File: src/rtl/idle_wake_pkg.sv
package idle_wake_pkg;
  localparam int NSRC = 4;
  localparam int SRC_IRQ   = 0;
  localparam int SRC_WDOG  = 1;
  localparam int SRC_NMI   = 2;
  localparam int SRC_RSTRQ = 3;

  typedef enum logic [1:0] {
    ST_RUN   = 2'd0,
    ST_SLEEP = 2'd1,
    ST_COUNT = 2'd2
  } seq_st_e;

  typedef enum logic [1:0] {
    MEM_SRAM      = 2'd0,
    MEM_FLASH_ON  = 2'd1,
    MEM_FLASH_OFF = 2'd2
  } code_mem_e;
endpackage

File: src/rtl/wake_qual.sv
// Per-source wake detector: two-sample check, or a sampling glitch filter.
module wake_qual #(
  parameter int QPRD_W = 8,
  parameter int NHIT   = 5
) (
  input  logic              clk,
  input  logic              rst_n,
  input  logic              arm,
  input  logic              line,
  input  logic              qual_on,
  input  logic [QPRD_W-1:0] prd,
  output logic              det
);
  localparam int TW = QPRD_W + 1;
  localparam int HW = $clog2(NHIT);
  localparam logic [HW-1:0] HIT_TOP = HW'(NHIT - 1);

  logic [TW-1:0] tick_cnt;
  logic [TW-1:0] tick_last;
  logic          tick;
  logic          prev;
  logic [HW-1:0] hits;

  // Sampling interval is 2*prd cycles; prd == 0 samples every cycle.
  always_comb begin
    if (prd == '0) tick_last = '0;
    else           tick_last = {prd, 1'b0} - TW'(1);
    tick = (tick_cnt == tick_last);
  end

  always_ff @(posedge clk or negedge rst_n) begin
    if (!rst_n) begin
      tick_cnt <= '0;
      prev     <= 1'b0;
      hits     <= '0;
    end else if (!arm) begin
      tick_cnt <= '0;
      prev     <= 1'b0;
      hits     <= '0;
    end else begin
      prev     <= line;
      tick_cnt <= tick ? '0 : tick_cnt + TW'(1);
      if (tick) begin
        if (!line)               hits <= '0;
        else if (hits != HIT_TOP) hits <= hits + HW'(1);
      end
    end
  end

  always_comb begin
    if (qual_on) det = arm & tick & line & (hits == HIT_TOP);
    else         det = arm & line & prev;
  end
endmodule

File: src/rtl/resume_timer.sv
// Resume countdown; expire is high in the last counted cycle.
module resume_timer #(
  parameter int SHORT_DLY = 8,
  parameter int LONG_DLY  = 1050
) (
  input  logic clk,
  input  logic rst_n,
  input  logic load,
  input  logic long_sel,
  output logic expire
);
  localparam int CNT_W = $clog2(LONG_DLY + 1);
  localparam logic [CNT_W-1:0] LOAD_S = CNT_W'(SHORT_DLY - 2);
  localparam logic [CNT_W-1:0] LOAD_L = CNT_W'(LONG_DLY - 2);

  logic [CNT_W-1:0] cnt;
  logic             run;

  assign expire = run & (cnt == '0);

  always_ff @(posedge clk or negedge rst_n) begin
    if (!rst_n) begin
      cnt <= '0;
      run <= 1'b0;
    end else if (load) begin
      cnt <= long_sel ? LOAD_L : LOAD_S;
      run <= 1'b1;
    end else if (run) begin
      if (cnt == '0) run <= 1'b0;
      else           cnt <= cnt - CNT_W'(1);
    end
  end
endmodule

File: src/rtl/idle_wake_seq.sv
module idle_wake_seq
  import idle_wake_pkg::*;
#(
  parameter int N_IRQ     = 4,
  parameter int QPRD_W    = 8,
  parameter int NHIT      = 5,
  parameter int SHORT_DLY = 8,
  parameter int LONG_DLY  = 1050
) (
  input  logic              clk,
  input  logic              rst_n,
  input  logic              idle_req,
  input  logic [N_IRQ-1:0]  irq,
  input  logic [N_IRQ-1:0]  irq_en,
  input  logic              wdog_wake,
  input  logic              nmi_wake,
  input  logic              rstreq_wake,
  input  logic [NSRC-1:0]   qual_en,
  input  logic [QPRD_W-1:0] qual_prd,
  input  logic [1:0]        mem_sel,
  output logic              core_clk_en,
  output logic              resume,
  output logic              busy,
  output logic [NSRC-1:0]   wake_seen
);
  seq_st_e         state;
  logic [NSRC-1:0] src_line;
  logic [NSRC-1:0] det;
  logic            arm;
  logic            load;
  logic            expire;

  always_comb begin
    src_line            = '0;
    src_line[SRC_IRQ]   = |(irq & irq_en);
    src_line[SRC_WDOG]  = wdog_wake;
    src_line[SRC_NMI]   = nmi_wake;
    src_line[SRC_RSTRQ] = rstreq_wake;
  end

  assign arm  = (state != ST_RUN);
  assign load = (state == ST_SLEEP) && (|det);

  for (genvar g = 0; g < NSRC; g++) begin : g_src
    wake_qual #(.QPRD_W(QPRD_W), .NHIT(NHIT)) u_qual (
      .clk     (clk),
      .rst_n   (rst_n),
      .arm     (arm),
      .line    (src_line[g]),
      .qual_on (qual_en[g]),
      .prd     (qual_prd),
      .det     (det[g])
    );
  end

  resume_timer #(.SHORT_DLY(SHORT_DLY), .LONG_DLY(LONG_DLY)) u_timer (
    .clk      (clk),
    .rst_n    (rst_n),
    .load     (load),
    .long_sel (mem_sel[1]),
    .expire   (expire)
  );

  always_ff @(posedge clk or negedge rst_n) begin
    if (!rst_n) begin
      state     <= ST_RUN;
      resume    <= 1'b0;
      wake_seen <= '0;
    end else begin
      resume <= 1'b0;
      unique case (state)
        ST_RUN: begin
          if (idle_req) begin
            state     <= ST_SLEEP;
            wake_seen <= '0;
          end
        end
        ST_SLEEP: begin
          wake_seen <= wake_seen | det;
          if (|det) state <= ST_COUNT;
        end
        ST_COUNT: begin
          wake_seen <= wake_seen | det;
          if (expire) begin
            state  <= ST_RUN;
            resume <= 1'b1;
          end
        end
        default: state <= ST_RUN;
      endcase
    end
  end

  assign core_clk_en = (state == ST_RUN);
  assign busy        = (state != ST_RUN);
endmodule

File: config.mk
export PLATFORM = sky130hd
export DESIGN_NAME = idle_wake_seq
export DESIGN_NICKNAME = d
export VERILOG_FILES = /design/src/rtl/idle_wake_pkg.sv /design/src/rtl/wake_qual.sv /design/src/rtl/resume_timer.sv /design/src/rtl/idle_wake_seq.sv
export SDC_FILE = /design/constraint.sdc
export NUM_CORES = 1
export LEC_CHECK = 0
export ABC_AREA = 1
export CAP_MARGIN = 20
export CORE_ASPECT_RATIO = 0.6
export CORE_MARGIN = 8
export CORE_UTILIZATION = 60
export CTS_BUF_LIST = sky130_fd_sc_hd__clkbuf_4
export CTS_CLUSTER_SIZE = 8
export DETAILED_ROUTE_END_ITERATION = 12
export PLACE_DENSITY = 0.9
export SYNTH_ARGS = -nofsm -noshare
export SYNTH_HDL_FRONTEND = slang
export SYNTH_SLANG_ARGS = --single-unit
File: constraint.sdc
create_clock -name clk -period 5.1 [get_ports clk]
set_clock_uncertainty 0.15 [all_clocks]
set_input_delay 0.51 -clock clk [delete_from_list [all_inputs] [get_ports clk]]
set_output_delay 0.51 -clock clk [all_outputs]
set_load 0.1 [all_outputs]
==> results.yml <==
run_status:
  outcome: "complete, no violations"
die:
  start_util_pct: 61.9
  die_w_um: 128
  io_pins: 35
  row_count: 24
  die_area_mm2: 0.0106
  dieHeight_um: 83.1
  core_area_mm2: 0.00727
worst_hold_path:
  hold_class: "input port to async pin"
worst_setup_path:
  cp-end-kind: "output pin"
  r2r_start: "state[0]$_DFFE_PN0P_"
  cp_data_required_time_ps: 4440
  crit_start: "state[0]$_DFFE_PN0P_"
  worstPathMaxFanout: 8
  cp-start-kind: "flip-flop"
  worstSetupPathType: "flip-flop to output pin"
  arrival_ps: 2800
placed_design:
  post-place-cells: 761
  port_buffers: 33
  finalWeightedCongestion: 0.924
  post-place-ws_ps: 1430
  placed_cell_area_mm2: 0.00489
  dp_hpwl_mm: 8.43
logic_synthesis:
  ys_ff_latch: 71
  syn_inst: 631
  synth_seq_area_share_pct: 39.5
  netlist_area_mm2: 0.00450
  yosysUniqueCellTypes: 30
  synth.avg_cell_area_um2: 7.12
  ys_warn_count: 0
  synth_top_area_share_pct: 39.5
  synthTopCellsByArea: "dfrtp_1 40%, nand2_1 14%, inv_1 7.5%"
  yosysTopAreaCell: "dfrtp_1"
  synth_nets: 677
cells_and_area:
  area_growth_syn_to_layout_pct: 11.2
  drive_gt1_share_pct: 6.84
  instances_no_fill: 777
  fillers: 610
  multi_input_area_mm2: 0.00230
  stdcell_area_mm2: 0.00500
  fin_nets: 714
  regArea_mm2: 0.00178
  layout_commonest_cell: "nand2_1"
  mostFrequentLayoutCells: "167 x nand2_1, 90 x inv_1, 87 x nor2_1"
  antenna_cells: 0
cts:
  cts_tree: "done"
  clk_path_buf_depth: 2
  cts_setup_buffers: 0
  cts_buffers: 9
  clk_latency_ps: 430
  cts_num_sinks: 71
  clock-root-buffer: "clkbuf_4"
  clk_pin_slew_ps: 120
  htreeDepth: 3
  cts_hold_buf: 0
  cts_resized: 0
detailed_routing:
  drc: 0
  initialDrtViolationCount: 506
  drt_first_pass_iters: 6
  postRouteAntennaNets: 0
  drt-total-wl_mm: 11.3
  wl_per_cell_um: 14.6
  num_vias: 4267
  via_per_inst: 5.49
global_routing:
  overflow: 0
  grt_pass1_vias: 4139
  grt_usage_pct: 22.6
  grt_pass1_wl_mm: 19.5
  grt_max_degree: 72
  antenna_found_initial: 0
sta:
  max_freq_mhz: 289
  setup_violations: 0
  post-route-period-util_pct: 67.8
  rsz0062_at_grt: "no"
  timing.slew.headroom_pct: 33.8
  timing.final.ws_setup_ps: 1640
  worst_pin_slew_ps: 989
  final.setup.tns_ps: 0
  drv_slew: 0
  hold_viol: 0
  min_period_ps: 3460
flow_run:
  maxCapViolCount: 0
pwr:
  max-vdd-ir-drop_mv: 0.202
  power_density_mw_per_mm2: 305
  leakage_nw: 2.51
[final cells by class]
type	count	area share [%]
clock inverters	7	0.801
multi-input cells	457	45.9
inverters	95	7.13
flip-flops and latches	71	35.5
well taps	104	2.60
repair buffers	34	6.65
clock buffers	9	1.35
[final timing paths]
kind                                                          to  slack (ps)  cells past startpoint
max                                                         busy        1640                      4
min                        g_src[3].u_qual.tick_cnt[0]$_DFF_PN0_         130                      2
max reg2reg                           u_timer.cnt[5]$_DFFE_PN0P_        2290                     12
min reg2reg                g_src[1].u_qual.tick_cnt[0]$_DFF_PN0_         360                      1
max in group asynchronous  g_src[0].u_qual.tick_cnt[7]$_DFF_PN0_        4080                      2
min in group clk           g_src[1].u_qual.tick_cnt[0]$_DFF_PN0_         360                      1
[state kept, by name, indices dropped and copies added (netlist names)]
| register | flops |
|---|---|
| g_src.u_qual.tick_cnt | 36 |
| g_src.u_qual.hits | 12 |
| u_timer.cnt | 11 |
| g_src.u_qual.prev | 4 |
| wake_seen | 4 |
| state | 2 |
| resume | 1 |
| u_timer.run | 1 |
[routing by layer]
layer	track usage, %	share of wire [%]
met5	0	0
met4	7.94	1.7
met3	5.87	8.8
met2	35.7	47
met1	29.2	43
[logic make-up (layout without fill, tap and decap cells)]
group,count (synthesis),after routing,synth area share [%]
XOR/XNOR,17,17,3.31
flip-flops,71,71,39.5
AND/OR/NAND/NOR,375,375,37.5
buffers and inverters,103,145,9.38
AO/OA/AOI/OAI,47,47,5.32
adder cells (fa/ha/maj),18,18,5.01
[through the flow]
| stage | total power, mW | hold slack, ps | util (%) |
|---|---|---|---|
| finish | 1.53 | 126 | 68.8 |
| global route | 1.64 | 160 | 68.8 |
| CTS | 1.52 | 147 | 68.8 |
| detailed placement | 1.22 | 343 | 67.3 |
| global placement | 1.18 | 336 | 67.3 |
| floorplan | 1.08 | 64.4 | - |
[cells in the mapped netlist, drive strengths merged]
cell    count
nor3       25
o21ai      16
a21oi      31
nand3      50
or2         3
inv        94
nor4        2
nand3b      2
nor2       99
buf         7
ha         18
nand2     175
nor3b       4
clkinv      1
dfrtp      71
nand4      15
clkbuf      1
xor2       14
xnor2       3
[worst max-delay path, cell delays in order, from the launching register on]
cell	delay, ps
dfrtp_1	410
inv_1	100
ha_1	320
clkinv_1	440
clkdlybuf4s50_1	1100
[where the power goes]
group	total (mW)	internal (mW)	switching, mW	leakage [nW]
Clock	0.307	0.0948	0.212	0.0528
Combinational	0.455	0.174	0.281	1.60
Sequential	0.764	0.666	0.0977	0.859
(Power assumes the default switching activity.)
